==> src/rtl/i2c_reg_slave_pkg.sv <==
package i2c_reg_slave_pkg;
   localparam int BYTE_W = 8;
   localparam int BIT_CNT_W = 4;

   typedef enum logic [2:0] {
      ST_IDLE,
      ST_ADDR,
      ST_PTR,
      ST_WDATA,
      ST_ACK,
      ST_RDATA,
      ST_RACK,
      ST_IGNORE
   } slv_state_e;
endpackage

==> src/rtl/i2c_line_sync.sv <==
module i2c_line_sync #(
   parameter int STAGES = 2
) (
   input  logic clk,
   input  logic rst_n,
   input  logic scl_in,
   input  logic sda_in,
   output logic sda_lvl,
   output logic scl_rise,
   output logic scl_fall,
   output logic start_det,
   output logic stop_det
);
   localparam int TOP = STAGES - 1;

   logic [TOP:0] scl_pipe;
   logic [TOP:0] sda_pipe;
   logic         scl_prev;
   logic         sda_prev;

   for (genvar s = 0; s < STAGES; s++) begin : g_stage
      if (s == 0) begin : g_first
         always_ff @(posedge clk or negedge rst_n) begin
            if (!rst_n) begin
               scl_pipe[0] <= 1'b1;
               sda_pipe[0] <= 1'b1;
            end else begin
               scl_pipe[0] <= scl_in;
               sda_pipe[0] <= sda_in;
            end
         end
      end else begin : g_next
         always_ff @(posedge clk or negedge rst_n) begin
            if (!rst_n) begin
               scl_pipe[s] <= 1'b1;
               sda_pipe[s] <= 1'b1;
            end else begin
               scl_pipe[s] <= scl_pipe[s-1];
               sda_pipe[s] <= sda_pipe[s-1];
            end
         end
      end
   end

   always_ff @(posedge clk or negedge rst_n) begin
      if (!rst_n) begin
         scl_prev <= 1'b1;
         sda_prev <= 1'b1;
      end else begin
         scl_prev <= scl_pipe[TOP];
         sda_prev <= sda_pipe[TOP];
      end
   end

   assign sda_lvl   = sda_pipe[TOP];
   assign scl_rise  = scl_pipe[TOP] & ~scl_prev;
   assign scl_fall  = ~scl_pipe[TOP] & scl_prev;
   assign start_det = scl_pipe[TOP] & scl_prev & sda_prev & ~sda_pipe[TOP];
   assign stop_det  = scl_pipe[TOP] & scl_prev & ~sda_prev & sda_pipe[TOP];
endmodule

==> src/rtl/i2c_byte_engine.sv <==
module i2c_byte_engine
   import i2c_reg_slave_pkg::*;
#(
   parameter logic [6:0] DEV_ADDR = 7'h44,
   parameter int         ADDR_W   = 4
) (
   input  logic              clk,
   input  logic              rst_n,
   input  logic              sda_lvl,
   input  logic              scl_rise,
   input  logic              scl_fall,
   input  logic              start_det,
   input  logic              stop_det,
   input  logic [BYTE_W-1:0] rd_byte,
   output logic              drive_low,
   output logic [ADDR_W-1:0] ptr,
   output logic              wr_stb,
   output logic [BYTE_W-1:0] wr_byte
);
   localparam logic [BIT_CNT_W-1:0] FULL_BYTE = BIT_CNT_W'(BYTE_W);
   localparam logic [BIT_CNT_W-1:0] LAST_BIT  = BIT_CNT_W'(BYTE_W - 1);

   slv_state_e            state;
   slv_state_e            after_ack;
   logic [BYTE_W-1:0]     shreg;
   logic [BIT_CNT_W-1:0]  bit_cnt;
   logic                  host_ack;

   always_ff @(posedge clk or negedge rst_n) begin
      if (!rst_n) begin
         state     <= ST_IDLE;
         after_ack <= ST_IDLE;
         shreg     <= '0;
         bit_cnt   <= '0;
         ptr       <= '0;
         drive_low <= 1'b0;
         wr_stb    <= 1'b0;
         wr_byte   <= '0;
         host_ack  <= 1'b0;
      end else begin
         wr_stb <= 1'b0;
         if (wr_stb) begin
            ptr <= ptr + 1'b1;
         end
         if (stop_det) begin
            state     <= ST_IDLE;
            drive_low <= 1'b0;
         end else if (start_det) begin
            bit_cnt   <= '0;
            drive_low <= 1'b0;
            state     <= (state == ST_IDLE) ? ST_ADDR : ST_IGNORE;
         end else begin
            unique case (state)
               ST_ADDR, ST_PTR, ST_WDATA: begin
                  if (scl_rise) begin
                     shreg   <= {shreg[BYTE_W-2:0], sda_lvl};
                     bit_cnt <= bit_cnt + 1'b1;
                  end else if (scl_fall && bit_cnt == FULL_BYTE) begin
                     bit_cnt <= '0;
                     if (state == ST_ADDR) begin
                        if (shreg[BYTE_W-1:1] == DEV_ADDR) begin
                           drive_low <= 1'b1;
                           state     <= ST_ACK;
                           after_ack <= shreg[0] ? ST_RDATA : ST_PTR;
                        end else begin
                           state <= ST_IGNORE;
                        end
                     end else if (state == ST_PTR) begin
                        ptr       <= shreg[ADDR_W-1:0];
                        drive_low <= 1'b1;
                        state     <= ST_ACK;
                        after_ack <= ST_WDATA;
                     end else begin
                        wr_stb    <= 1'b1;
                        wr_byte   <= shreg;
                        drive_low <= 1'b1;
                        state     <= ST_ACK;
                        after_ack <= ST_WDATA;
                     end
                  end
               end
               ST_ACK: begin
                  if (scl_fall) begin
                     bit_cnt <= '0;
                     state   <= after_ack;
                     if (after_ack == ST_RDATA) begin
                        shreg     <= rd_byte;
                        drive_low <= ~rd_byte[BYTE_W-1];
                     end else begin
                        drive_low <= 1'b0;
                     end
                  end
               end
               ST_RDATA: begin
                  if (scl_fall) begin
                     if (bit_cnt == LAST_BIT) begin
                        drive_low <= 1'b0;
                        bit_cnt   <= '0;
                        ptr       <= ptr + 1'b1;
                        state     <= ST_RACK;
                     end else begin
                        shreg     <= {shreg[BYTE_W-2:0], 1'b0};
                        drive_low <= ~shreg[BYTE_W-2];
                        bit_cnt   <= bit_cnt + 1'b1;
                     end
                  end
               end
               ST_RACK: begin
                  if (scl_rise) begin
                     host_ack <= ~sda_lvl;
                  end else if (scl_fall) begin
                     if (host_ack) begin
                        shreg     <= rd_byte;
                        drive_low <= ~rd_byte[BYTE_W-1];
                        state     <= ST_RDATA;
                     end else begin
                        state <= ST_IGNORE;
                     end
                  end
               end
               default: begin
               end
            endcase
         end
      end
   end
endmodule

==> src/rtl/i2c_reg_slave.sv <==
module i2c_reg_slave
   import i2c_reg_slave_pkg::*;
#(
   parameter logic [6:0] DEV_ADDR    = 7'h44,
   parameter int         ADDR_W      = 4,
   parameter int         SYNC_STAGES = 2
) (
   input  logic              clk,
   input  logic              rst_n,
   input  logic              scl_i,
   input  logic              sda_i,
   output logic              sda_oe,
   output logic [ADDR_W-1:0] reg_addr,
   output logic              reg_we,
   output logic [7:0]        reg_wdata,
   input  logic [7:0]        reg_rdata
);
   if (SYNC_STAGES < 2) begin : g_bad_sync
      $error("SYNC_STAGES must be at least 2");
   end
   if (ADDR_W < 1 || ADDR_W > BYTE_W) begin : g_bad_addr
      $error("ADDR_W must lie between 1 and 8");
   end

   logic sda_lvl;
   logic scl_rise;
   logic scl_fall;
   logic start_det;
   logic stop_det;

   i2c_line_sync #(
      .STAGES(SYNC_STAGES)
   ) u_sync (
      .clk      (clk),
      .rst_n    (rst_n),
      .scl_in   (scl_i),
      .sda_in   (sda_i),
      .sda_lvl  (sda_lvl),
      .scl_rise (scl_rise),
      .scl_fall (scl_fall),
      .start_det(start_det),
      .stop_det (stop_det)
   );

   i2c_byte_engine #(
      .DEV_ADDR(DEV_ADDR),
      .ADDR_W  (ADDR_W)
   ) u_engine (
      .clk      (clk),
      .rst_n    (rst_n),
      .sda_lvl  (sda_lvl),
      .scl_rise (scl_rise),
      .scl_fall (scl_fall),
      .start_det(start_det),
      .stop_det (stop_det),
      .rd_byte  (reg_rdata),
      .drive_low(sda_oe),
      .ptr      (reg_addr),
      .wr_stb   (reg_we),
      .wr_byte  (reg_wdata)
   );
endmodule

==> config.mk <==
export PLATFORM = sky130hd
export DESIGN_NAME = i2c_reg_slave
export DESIGN_NICKNAME = d
export VERILOG_FILES = /design/src/rtl/i2c_reg_slave_pkg.sv /design/src/rtl/i2c_line_sync.sv /design/src/rtl/i2c_byte_engine.sv /design/src/rtl/i2c_reg_slave.sv
export SDC_FILE = /design/constraint.sdc
export NUM_CORES = 1
export LEC_CHECK = 0
export BUFFER_PORTS_ARGS = -buffer_cell sky130_fd_sc_hd__buf_2
export CAP_MARGIN = 15
export CELL_PAD_IN_SITES_DETAIL_PLACEMENT = 1
export CELL_PAD_IN_SITES_GLOBAL_PLACEMENT = 2
export CORE_UTILIZATION = 40
export CTS_CLUSTER_DIAMETER = 150
export DETAILED_ROUTE_END_ITERATION = 7
export PLACE_DENSITY = 0.85
export SKIP_CTS_REPAIR_TIMING = 1
export SYNTH_ARGS = -nofsm -noshare
export SYNTH_HDL_FRONTEND = slang
export SYNTH_SLANG_ARGS = --single-unit
==> constraint.sdc <==
create_clock -name clk -period 2.6 [get_ports clk]
set_input_delay 0.26 -clock clk [delete_from_list [all_inputs] [get_ports clk]]
set_output_delay 0.26 -clock clk [all_outputs]
set_load 0.02 [all_outputs]
* Word-level counts from Yosys, hierarchy flattened
Cells that the tools add are included. W data, S select, Z words.
Word-level totals: flip-flop bits (word level) 39, input port bits 12, output and inout port bits 14, word-level logic and storage cells 143
Cells by class: add/subtract/negate cells 2, equality and inequality tests 31, multiplexer cells 64, bitwise gates (word level) 18, reductions and logical operators 13
Operator list (number):
- $mux W8 | 8
- $mux W4 | 15
- $mux W3 | 13
- $pmux W8 S4 | 1
- $ne A4 B3 Y1 const B | 7
- $mux W1 | 20
- $eq A3 B3 Y1 const B | 4
- $pmux W3 S4 | 1
- $pmux W4 S3 | 1
- $not A1 Y1 | 11
- $reduce_and A11 Y1 | 1
- $ne A2 B1 Y1 const B | 5
- $reduce_and A9 Y1 | 1
- $add A4 B1 Y4 const B | 2
- $ne A2 B2 Y1 const B | 4
- $ne A4 B4 Y1 const B | 2
- $pmux W4 S2 | 1
- $reduce_and A8 Y1 | 1
- $reduce_bool A4 Y1 | 2
- $and A1 B1 Y1 | 7
- $eq A7 B7 Y1 const B | 1
- $reduce_and A7 Y1 | 1
- $eq A3 B2 Y1 const B | 2
- $mux W2 | 3
- 13 further kinds | 14

* Longest topological paths before layout
Gate-level depths: netlist of run 1.
depth in word-level cells 9, mapped depth 7, gate-level depth less buffers 7

* Cells and area by module
A second synthesis of run 1 with hierarchy kept.
Second synthesis, totals: cell total of the unflattened synthesis 248, area total of the unflattened synthesis 2264.7 um^2
Modules (own cells, without submodules):
- i2c_byte_engine | times used 1, cells each 238, area each 2074.5 um^2, sequential area each 825.8 um^2
- i2c_line_sync | times used 1, cells each 10, area each 190.2 um^2, sequential area each 157.7 um^2

* Least setup slack after synthesis of run 1
OpenSTA, ideal clock, no wires.
kind register -> register, start point reg u_engine.bit_cnt[0], end point reg u_engine.after_ack[1], setup time 0.119 ns, data arrival time 1.464 ns, data required time 2.481 ns, slack 1.017 ns, stages on the path, launching flop included 8, path buffers 0, period minus slack after synthesis 1.583 ns, path through dfrtp_1 > inv_1 > ha_1 > and3b_1 > nand2_1 > nor4_2 > nand3_1 > o21a_1
On the way: longest elaborated chain between the ends 3
RTL lines:
- start, declared | line i2c_byte_engine.sv:26 | logic [BIT_CNT_W-1:0] bit_cnt;
- start signal, assigned | line i2c_byte_engine.sv:57 | bit_cnt <= bit_cnt + 1'b1;
- start signal, assigned | line i2c_byte_engine.sv:104 | bit_cnt <= bit_cnt + 1'b1;
- $eq A4 B4 Y1 | line i2c_byte_engine.sv:58 | end else if (scl_fall && bit_cnt == FULL_BYTE) begin
- $logic_and A1 B1 Y1 | line i2c_byte_engine.sv:58
- $reduce_and A6 Y1 (no source line)
- end signal, assigned | line i2c_byte_engine.sv:64 | after_ack <= shreg[0] ? ST_RDATA : ST_PTR;
- end, declared | line i2c_byte_engine.sv:24 | slv_state_e after_ack;
No other way between the ends. A chain may end at the register's enable or synchronous reset.

* Worst setup path in the final report of run 1
start point reg u_engine.state[0], end point reg u_engine.shreg[0]
On the way: longest elaborated chain between the ends 4, elaborated cells on any way between the ends 18, those cells by class eq/ne: 14; mux: 1; reduce/logical: 3
RTL lines:
- start, declared | line i2c_byte_engine.sv:23 | slv_state_e state;
- start signal, assigned | line i2c_byte_engine.sv:51 | state <= (state == ST_IDLE) ? ST_ADDR : ST_IGNORE;
- start signal, assigned | line i2c_byte_engine.sv:85 | state <= after_ack;
- $eq A3 B2 Y1 / $eq A3 B1 Y1 (equally long branches) | line i2c_byte_engine.sv:53 | unique case (state)
- $reduce_or A3 Y1 | line i2c_byte_engine.sv:53
- $reduce_bool A4 Y1 (no source line) / $ne A2 B2 Y1 (equally long branches)
- $reduce_and A11 Y1 (no source line)
- end signal, assigned | line i2c_byte_engine.sv:56 | shreg <= {shreg[BYTE_W-2:0], sda_lvl};
- end signal, assigned | line i2c_byte_engine.sv:87 | shreg <= rd_byte;
- end signal, assigned | line i2c_byte_engine.sv:102 | shreg <= {shreg[BYTE_W-2:0], 1'b0};
- end, declared | line i2c_byte_engine.sv:25 | logic [BYTE_W-1:0] shreg;
Several ways; a longest one is shown, not always the timed one.

==> results.tsv, run 1 <==
stage	metric	value	unit
layout	n_diodes	0	
die	height of the chip	75.69	µm
logic_synthesis	post-synthesis cell area	2172	µm²
setup_path	data required time of the critical path	2.80	ns
logic_synthesis	number of warnings reported in the yosys synthesis log	0	
layout	Layout Area Growth over Synthesis	13.77	%
die	initial core utilization	41.99	%
cts	clock buffers created by TritonCTS	5	
hold_path	Hold WC Path Type	in -> reg	
logic_synthesis	Post-synth ARST share	100.0	%
sta	period utilization	75.92	%
global_route	GRT Util Overall	20.30	%
global_route	vias in the first global route	1699	
global_route	antenna violations before repair	0	
layout	most common cell after layout, fill and taps aside	dfrtp_1	
sta	Fmax achieved	0.5066	GHz
detailed_routing	wire length after detailed routing	4982	µm
detailed_routing	mean routed wirelength per cell	16.07	µm
setup_path	CP Max Fanout	16	
sta	Final Slew Violations	0	
global_route	total gr overflow	0	
layout	proportion of layout cells with a drive suffix above 1	24.58	%
setup_path	Worst setup startpoint	u_engine.state[0]	
cts	CTS H-tree lvls	2	
layout	final design area excluding fillers	2471	µm²
logic_synthesis	number of different library cells in the post-synthesis netlist	57	
layout	total area of sequential cells	983.4	µm²
sta	total negative slack	0	ns
cts	number of sinks handled by clock tree synthesis	39	
cts	TritonCTS clock tree	done	
placed_design	HPWL after detailed placement	3700	µm
placed_design	placed standard-cell area	2350	µm²
logic_synthesis	sequential element share of the synthesized area	45.28	%
die	overall die area	5729	µm²
layout	combined area of the multi-input logic cells	1109	µm²
sta	final-report setup violation count	0	
detailed_routing	Pre-Repair DR Iteration Count	4	
layout	fill cell total of the finished layout	592	
placed_design	number of input and output port buffers inserted	25	
setup_path	critical setup path kind	reg -> reg	
logic_synthesis	most used flip-flop cell after synthesis	dfrtp_1	
detailed_routing	Detail Route Antenna Nets	0	
detailed_routing	DRC violations left	0	
detailed_routing	drt via density	5.429	
logic_synthesis	post-synthesis cell count	212	
die	die span in x	75.69	µm
hold_path	min-delay src	sda_i	
layout	highest-count cells in the layout ignoring fill and taps	dfrtp_1 (33), buf_2 (25), o21ai_0 (19), nand2_1 (18), nor2_1 (14)	
global_route	largest net degree at the start of global routing	40	
cts	CTS Buffer Depth	2	
sta	Min Clock Period, post-route	1.974	ns
detailed_routing	total number of vias	1683	
setup_path	Critical Path AT	2.17	ns
detailed_routing	DRC violation total after the first TritonRoute iteration	68	
global_route	wire length of the first global-routing pass	8411	µm
pwr	static leakage	1.156	nW
logic_synthesis	number of enable flip-flop cells after synthesis	0	
logic_synthesis	Synth Net Count	227	
pwr	worst supply voltage drop on vdd	493.2	µV
sta	unrepaired setup endpoints after global routing	no	
logic_synthesis	synthesized area per cell	10.25	µm²
sta	headroom to the max-slew limit	42.08	%
status	status	finished clean	
die	core area	5172	µm²
layout	post-layout net count	254	
sta	measured slew at the worst slew-check pin	0.8689	ns
sta	number of endpoints with negative hold slack in the final report	0	
pwr	PD cells	882.8	nW/µm²
placed_design	GPL Wtd Cong	0.8260	
sta	largest clock skew in the final design	0.007667	ns
cts	worst skew pair latency	0.31	ns
cts	Clock Tree Root	clkbuf_8	
flow_run	maxcap violations	0	
setup_path	Worst setup EP type	flip-flop	
logic_synthesis	flip-flop and latch count after synthesis	39	
cts	clock transition at the registers of the reported paths	0.08	ns
die	I/O pin cnt	26	
setup_path	critical path startpoint category	flip-flop	
die	Rows	26	
setup_path	origin of the critical flop-to-flop path	u_engine.state[0]	
==> cells in the mapped netlist, types with 2 or more instances <==
library cell  count  area [µm²]
and3b_1           2       17.52
o21ai_0          19       95.09
a22oi_1           2       15.01
nand4_1           2       12.51
and3_1            3       18.77
mux2_1            8       90.09
and2b_1           2       15.01
buf_6             2       22.52
a21o_1            3       22.52
nand3_1           6       30.03
inv_1             7       26.28
nand2b_2          2       17.52
dfstp_2           6       157.7
nand2_1          18       67.56
o31ai_1           3       22.52
mux2i_1          10       100.1
nor2_1           14       52.55
buf_2             4       20.02
and4_1            2       17.52
o21a_1            2       15.01
nand2b_1          5       31.28
o21ai_2           2       17.52
a21oi_1           8       40.04
nor2_2            2       12.51
o21ai_1           3       15.01
ha_1              3       37.54
dfrtp_1          33       825.8
xnor2_1           3       26.28
nand3b_1          5       37.54
xor2_1            2       17.52
nor3_1            3       15.01
==> sequential cells by signal (all words and copies together) (netlist names) <==
signal	count
u_engine.drive_low	1
u_engine.after_ack	3
u_engine.ptr	4
u_sync.sda_lvl	1
u_engine.wr_stb	1
u_engine.state	3
u_sync.scl_pipe	2
u_sync.sda_prev	1
u_engine.bit_cnt	4
u_engine.host_ack	1
u_sync.scl_prev	1
u_engine.shreg	8
u_sync.sda_pipe	1
u_engine.wr_byte	8
==> critical path, stage by stage (launching register included) <==
cell and delay [ns]:
dfrtp_1 0.54, nor2_2 0.39, a221oi_2 0.15, o211ai_4 0.44, mux2_4 0.34
==> through the flow <==
| step | setup slack, ns | util [%] | power (mW) | hold WS, ns | instances |
|---|---|---|---|---|---|
| CTS | 0.6245 | 47.77 | 2.205 | 0.04503 | 310 |
| global route | 0.5051 | 47.77 | 2.334 | 0.03862 | 310 |
| global placement | 0.7048 | 45.43 | 1.633 | 0.3458 | 302 |
| floorplan | 1.017 | - | 1.464 | -0.03559 | 212 |
| finish | 0.6261 | 47.77 | 2.181 | 0.04865 | 310 |
| detailed placement | 0.6275 | 45.43 | 1.654 | 0.3475 | 302 |
==> kinds of logic after synthesis <==
kind of cell	share of synthesized area, %
fa+ha+maj	1.728
buf+inv	3.687
flops	45.28
mux	9.447
compound gates	19.18
simple gates	18.66
xor+xnor	2.016
==> routing by layer <==
metal / routed length [µm] / GRT usage (%) / share of wire [%]
met2: 2355 / 34.03 / 47
met4: 74 / 6.790 / 1.5
met3: 156 / 4.365 / 3.1
met1: 2395 / 26.13 / 48
met5: 0 / 0 / 0
==> final cells by class <==
| type | instances | share of cell area (%) |
|---|---|---|
| clock buffers | 6 | 3.342 |
| clock inverters | 2 | 1.570 |
| inverters | 8 | 1.215 |
| multi-input cells | 158 | 44.86 |
| flip-flops and latches | 39 | 39.80 |
| well taps | 70 | 3.544 |
| repair buffers | 27 | 5.671 |
==> path summary, 6_finish.rpt <==
| path | end | slack (ns) | cells after the start |
|---|---|---|---|
| max | u_engine.shreg[0] | 0.63 | 4 |
| min | u_sync.sda_pipe[0] | 0.05 | 1 |
| max reg2reg | u_engine.shreg[0] | 0.63 | 4 |
| min reg2reg | u_sync.scl_pipe[1] | 0.36 | 0 |
| max in group asynchronous | u_engine.bit_cnt[3] | 1.99 | 1 |
| min in group asynchronous | u_engine.wr_byte[1] | 0.06 | 1 |
==> where the power goes <==
group          internal (mW)  leakage, nW  switching, mW
Combinational          0.321        0.590          0.406
Sequential             0.720        0.504          0.185
Clock                  0.316       0.0618          0.234
(Power assumes the default switching activity.)
==> run 2, diff against run 1 <==
- CORE_UTILIZATION: 40 -> 37
- PLACE_DENSITY: 0.85 -> 0.8
- clock period: 2.6 -> 1.95 ns (I/O delays scaled with it)
==> run 2 against run 1 <==
  * Combinational power is 62% higher
  * Die area is 7.9% higher
  * Clock power is 31% higher
  * Fmax is 8.9% higher
  * Utilization is 0.75 points lower
  * Critical path depth is 1 higher
  * Non-clock buffer count is 14 higher
  * Register-to-register slack worse by 0.49 ns
  * Final cell count is 5.2% higher
  * Power is 40% higher
==> results.tsv, run 2 (synthesis gave the netlist of run 1 again) <==
stage	metric	value	unit	change
status	status	finished clean		unchanged
sta	number of endpoints with negative hold slack in the final report	0		unchanged
sta	Final Slew Violations	0		unchanged
die	Rows	27		was 26
die	die span in x	78.62	µm	was 75.69 µm
placed_design	number of placed instances with taps included	315		was 302
global_route	total gr overflow	0		unchanged
pwr	worst supply voltage drop on vdd	471.7	µV	was 493.2 µV
setup_path	Critical Path AT	2.00	ns	was 2.17 ns
die	overall die area	6181	µm²	was 5729 µm²
sta	final-report setup violation count	0		unchanged
global_route	largest net degree at the start of global routing	40		unchanged
flow_run	maxcap violations	0		unchanged
sta	min setup slack post-route	0.1378	ns	was 0.6261 ns
setup_path	slowest cell on the critical path	dfrtp_1		unchanged
detailed_routing	wire length after detailed routing	5083	µm	was 4982 µm
sta	unrepaired setup endpoints after global routing	no		unchanged
placed_design	placed standard-cell area	2447	µm²	was 2350 µm²
setup_path	critical setup path kind	reg -> reg		unchanged
hold_path	Hold WC Path Type	in -> reg		unchanged
setup_path	data required time of the critical path	2.14	ns	was 2.80 ns
hold_path	instance count along the most critical hold path	3		was 1
placed_design	number of input and output port buffers inserted	25		unchanged
sta	total negative slack	0	ns	unchanged
sta	Min Clock Period, post-route	1.812	ns	was 1.974 ns
setup_path	cells on worst reg2reg path	5		was 4
sta	headroom to the max-slew limit	63.29	%	was 42.08%
placed_design	post-placement worst setup slack	0.1085	ns	was 0.6275 ns
detailed_routing	drt via density	5.282		was 5.429
die	height of the chip	78.62	µm	was 75.69 µm
layout	Layout Area Growth over Synthesis	20.68	%	was 13.77%
layout	final design area excluding fillers	2621	µm²	was 2471 µm²
layout	post-layout net count	268		was 254
cts	CTS H-tree lvls	2		unchanged
sta	final hold slack	0.1702	ns	was 0.04865 ns
die	I/O pin cnt	26		unchanged
setup_path	ordered list of cells on the worst path	nor2_2 > a22oi_2 > a41oi_2 > a21oi_1 > o22a_1		was nor2_2 > a221oi_2 > o211ai_4 > mux2_4
placed_design	HPWL after detailed placement	3879	µm	was 3700 µm
layout	highest-count cells in the layout ignoring fill and taps	dfrtp_1 (33), buf_2 (25), o21ai_0 (19), nand2_1 (18), nor2_1 (14)		unchanged
setup_path	origin of the critical flop-to-flop path	u_engine.state[1]		was u_engine.state[0]
global_route	wire length of the first global-routing pass	8976	µm	was 8411 µm
cts	Clock Tree Root	clkbuf_8		unchanged
global_route	antenna violations before repair	0		unchanged
setup_path	Critical R2R Capture	u_engine.state[2]		was u_engine.shreg[0]
setup_path	peak per-stage delay on the critical path	0.51	ns	was 0.54 ns
cts	worst skew pair latency	0.30	ns	was 0.31 ns
die	initial core utilization	38.97	%	was 41.99%
setup_path	critical path startpoint category	flip-flop		unchanged
setup_path	Worst R2R Setup Slack	0.14	ns	was 0.63 ns
cts	clock transition at the registers of the reported paths	0.08	ns	about the same
setup_path	CP Max Fanout	9		was 16
hold_path	min-delay src	reg_rdata[4]		was sda_i
setup_path	Worst setup EP type	flip-flop		unchanged
detailed_routing	Detail Route Antenna Nets	0		unchanged
sta	largest clock skew in the final design	0.008342	ns	was 0.007667 ns
layout	proportion of layout cells with a drive suffix above 1	27.56	%	was 24.58%
cts	TritonCTS clock tree	done		unchanged
global_route	vias in the first global route	1806		was 1699
layout	largest registers ranked by flip-flop count	u_engine.shreg (8), u_engine.wr_byte (8)		unchanged
cts	clock buffers created by TritonCTS	5		unchanged
global_route	GRT Util Overall	19.20	%	was 20.30%
detailed_routing	total number of vias	1722		was 1683
pwr	PD cells	1164	nW/µm²	was 882.8 nW/µm²
cts	number of sinks handled by clock tree synthesis	39		unchanged
placed_design	GPL Wtd Cong	0.7453		was 0.8260
die	core area	5574	µm²	was 5172 µm²
pwr	static leakage	1.230	nW	was 1.156 nW
detailed_routing	Pre-Repair DR Iteration Count	4		unchanged
hold_path	Hold EP	u_engine.shreg[4]		was u_sync.sda_pipe[0]
sta	period utilization	92.93	%	was 75.92%
sta	measured slew at the worst slew-check pin	0.5432	ns	was 0.8689 ns
layout	n_diodes	0		unchanged
layout	Non-Filler Instances	326		was 310
detailed_routing	DRC violations left	0		unchanged
sta	Fmax achieved	0.5518	GHz	was 0.5066 GHz
detailed_routing	DRC violation total after the first TritonRoute iteration	109		was 68
detailed_routing	mean routed wirelength per cell	15.59	µm	was 16.07 µm
layout	most common cell after layout, fill and taps aside	dfrtp_1		unchanged
cts	CTS Buffer Depth	2		unchanged
-- run 2: cell types whose count changed in the layout (fill, tap and decap cells not counted), sizes merged --
cell / before / now
dlygate4sd3: 0 / 3
buf: 27 / 38
-- run 2: how the worst max path moves through the flow --
stage	slack, ns	to	startpoint
2_1_floorplan	0.37	u_engine.after_ack[1]	u_engine.bit_cnt[0]
3_3_place_gp	0.16	u_engine.bit_cnt[3]	u_engine.state[0]
3_5_place_dp	0.11	u_engine.after_ack[1]	u_engine.bit_cnt[0]
4_1_cts	0.09	u_engine.after_ack[1]	u_engine.bit_cnt[0]
5_1_grt	0.01	u_engine.state[2]	u_engine.state[1]
6_report	0.14	u_engine.state[2]	u_engine.state[1]
-- run 2: routing by layer --
metal,wire [µm],up-vias,global-route usage [%]
met5,0,-,0
met4,79,0,7.593
met3,155,7,3.953
met2,2382,22,30.43
met1,2465,842,25.46
li1,-,851,-
-- run 2: final cells by class --
type / instances / area (µm²)
timing repair buffer: 41 / 265.3
tap: 72 / 90.09
inverter: 8 / 30.03
clock buffer: 6 / 82.58
sequential: 39 / 983.4
fill: 640 / 2953
clock inverter: 2 / 38.79
multi-input combinational: 158 / 1131
-- run 2: critical path: cells and delay by family (launching register included) --
family | cells | cell delay, ns
compound gates | 4 | 0.80
flops | 1 | 0.51
simple gates | 1 | 0.40
-- run 2: report_power, final --
part           leakage, nW  internal (mW)  switching (mW)
combinational        0.664          0.529           0.648
clock               0.0618          0.421           0.300
sequential           0.504          0.961           0.192
-- run 2: metrics by stage --
stage                     utilization, %  power, mW
final                              47.03      3.051
after global routing               47.03      3.285
after CTS                          46.08      3.048
after detailed placement           43.91      2.321
after global placement             43.91      2.297
after floorplan                        -      1.952
==> run 3, diff against run 2 <==
- PLACE_DENSITY: 0.8 -> 0.9
- REMOVE_ABC_BUFFERS: unset -> 1
==> run 3 against run 2 <==
  * Sequential share of layout area grew 1.2 points
  * Critical path depth grew 2
  * Wire length grew 6.0%
  * Clock skew grew 0.0031 ns
  * Critical endpoint is now u_engine.after_ack[1]
  * Largest power group is now registers
==> results.tsv, run 3 (synthesis gave the netlist of run 1 again) <==
stage	metric	value	unit	change
status	status	finished clean		unchanged
layout	largest registers ranked by flip-flop count	u_engine.shreg (8), u_engine.wr_byte (8)		unchanged
pwr	static leakage	1.192	nW	was 1.230 nW
cts	clock buffers created by TritonCTS	5		unchanged
die	height of the chip	78.62	µm	unchanged
setup_path	Worst setup EP type	flip-flop		unchanged
pwr	PD cells	1113	nW/µm²	was 1164 nW/µm²
cts	TritonCTS clock tree	done		unchanged
sta	period utilization	94.78	%	was 92.93%
global_route	total gr overflow	0		unchanged
placed_design	number of placed instances with taps included	313		was 315
layout	proportion of layout cells with a drive suffix above 1	27.78	%	was 27.56%
global_route	vias in the first global route	1881		was 1806
layout	post-layout net count	266		was 268
layout	most common cell after layout, fill and taps aside	dfrtp_1		unchanged
sta	headroom to the max-slew limit	68.83	%	was 63.29%
sta	Fmax achieved	0.5411	GHz	was 0.5518 GHz
setup_path	critical setup path kind	reg -> reg		unchanged
die	Rows	27		unchanged
detailed_routing	total number of vias	1775		was 1722
detailed_routing	Pre-Repair DR Iteration Count	4		unchanged
cts	CTS Buffer Depth	2		unchanged
detailed_routing	Detail Route Antenna Nets	0		unchanged
setup_path	slowest cell on the critical path	nor4_2		was dfrtp_1
setup_path	critical path startpoint category	flip-flop		unchanged
setup_path	peak per-stage delay on the critical path	0.47	ns	was 0.51 ns
layout	highest-count cells in the layout ignoring fill and taps	dfrtp_1 (30), buf_2 (25), o21ai_0 (19), nand2_1 (18), nor2_1 (14)		was dfrtp_1 (33), buf_2 (25), o21ai_0 (19), nand2_1 (18), nor2_1 (14)
layout	Layout Area Growth over Synthesis	17.45	%	was 20.68%
die	I/O pin cnt	26		unchanged
layout	Util after Layout	45.77	%	was 47.03%
detailed_routing	mean routed wirelength per cell	16.62	µm	was 15.59 µm
hold_path	Hold WC Path Type	in -> reg		unchanged
layout	n_diodes	0		unchanged
setup_path	ordered list of cells on the worst path	inv_1 > ha_1 > and3b_1 > nand2_1 > nor4_2 > nand3_1 > o21a_1		was nor2_2 > a22oi_2 > a41oi_2 > a21oi_1 > o22a_1
sta	number of endpoints with negative hold slack in the final report	0		unchanged
placed_design	number of input and output port buffers inserted	25		unchanged
detailed_routing	wire length after detailed routing	5386	µm	was 5083 µm
setup_path	Critical Path AT	2.04	ns	was 2.00 ns
global_route	largest net degree at the start of global routing	40		unchanged
die	initial core utilization	38.97	%	unchanged
cts	worst skew pair latency	0.30	ns	about the same
global_route	antenna violations before repair	0		unchanged
setup_path	CP Max Fanout	5		was 9
placed_design	GPL Wtd Cong	0.7919		was 0.7453
die	overall die area	6181	µm²	unchanged
detailed_routing	drt via density	5.478		was 5.282
sta	Min Clock Period, post-route	1.848	ns	was 1.812 ns
sta	largest clock skew in the final design	0.01148	ns	was 0.008342 ns
detailed_routing	DRC violations left	0		unchanged
flow_run	maxcap violations	0		unchanged
cts	CTS H-tree lvls	2		unchanged
pwr	worst supply voltage drop on vdd	337.0	µV	was 471.7 µV
cts	clock transition at the registers of the reported paths	0.08	ns	about the same
die	die span in x	78.62	µm	unchanged
cts	number of sinks handled by clock tree synthesis	39		unchanged
setup_path	data required time of the critical path	2.14	ns	about the same
pwr	total chip power	2.840	mW	was 3.051 mW
sta	unrepaired setup endpoints after global routing	yes		was no
global_route	GRT Util Overall	19.20	%	about the same
cts	Clock Tree Root	clkbuf_8		unchanged
layout	Non-Filler Instances	324		was 326
placed_design	HPWL after detailed placement	3983	µm	was 3879 µm
detailed_routing	DRC violation total after the first TritonRoute iteration	79		was 109
sta	final-report setup violation count	0		unchanged
die	core area	5574	µm²	unchanged
global_route	wire length of the first global-routing pass	9163	µm	was 8976 µm
sta	Final Slew Violations	0		unchanged
setup_path	Worst R2R Setup Slack	0.10	ns	was 0.14 ns
sta	final hold slack	0.1803	ns	was 0.1702 ns
sta	measured slew at the worst slew-check pin	0.4636	ns	was 0.5432 ns
## run 3: area by class of cell
class	count	area, µm²
multi-input combinational	158	1109
clock buffer	6	72.57
inverter	8	30.03
sequential	39	987.2
timing repair buffer	39	250.2
clock inverter	2	12.51
tap	72	90.09
fill	661	3023
## run 3: path summary, 6_finish.rpt
kind / startpoint / end / cells after the start
min reg2reg: u_sync.scl_pipe[0] / u_sync.scl_pipe[1] / 0
min: reg_rdata[4] / u_engine.shreg[4] / 3
min in group asynchronous: rst_n / u_engine.wr_byte[3] / 3
max reg2reg: u_engine.bit_cnt[0] / u_engine.after_ack[1] / 7
max: u_engine.bit_cnt[0] / u_engine.after_ack[1] / 7
max in group asynchronous: rst_n / u_sync.scl_prev / 3
## run 3: worst max-delay path, delay by kind of cell, from the launching register on
kind | cells | cell delay (ns)
compound gates | 1 | 0.13
simple gates | 4 | 0.93
flops | 1 | 0.40
fa+ha+maj | 1 | 0.18
buf+inv | 1 | 0.10
## run 3: report_power, final
group	leakage [nW]	total [mW]	internal, mW	switching [mW]
registers	0.500	1.22	0.966	0.255
clock network	0.0412	0.549	0.250	0.299
logic	0.651	1.07	0.500	0.570
total	1.19	2.84	1.72	1.12
## run 3: per-layer routing
metal / routed length, µm / vias to the layer above / GRT usage [%]
li1: - / 847 / -
met1: 2520 / 902 / 24.91
met2: 2703 / 22 / 32.26
met3: 106 / 4 / 3.256
met4: 56 / 0 / 6.296
met5: 0 / - / 0
## run 3: stage by stage
stage	setup WS, ns	area (µm²)	TNS, ns
6_report	0.1018	2551	0
5_1_grt	-0.01931	2551	-0.01931
4_1_cts	0.1098	2517	0
3_5_place_dp	0.1352	2432	0
3_3_place_gp	0.1983	2432	0
2_1_floorplan	0.1143	2122	0
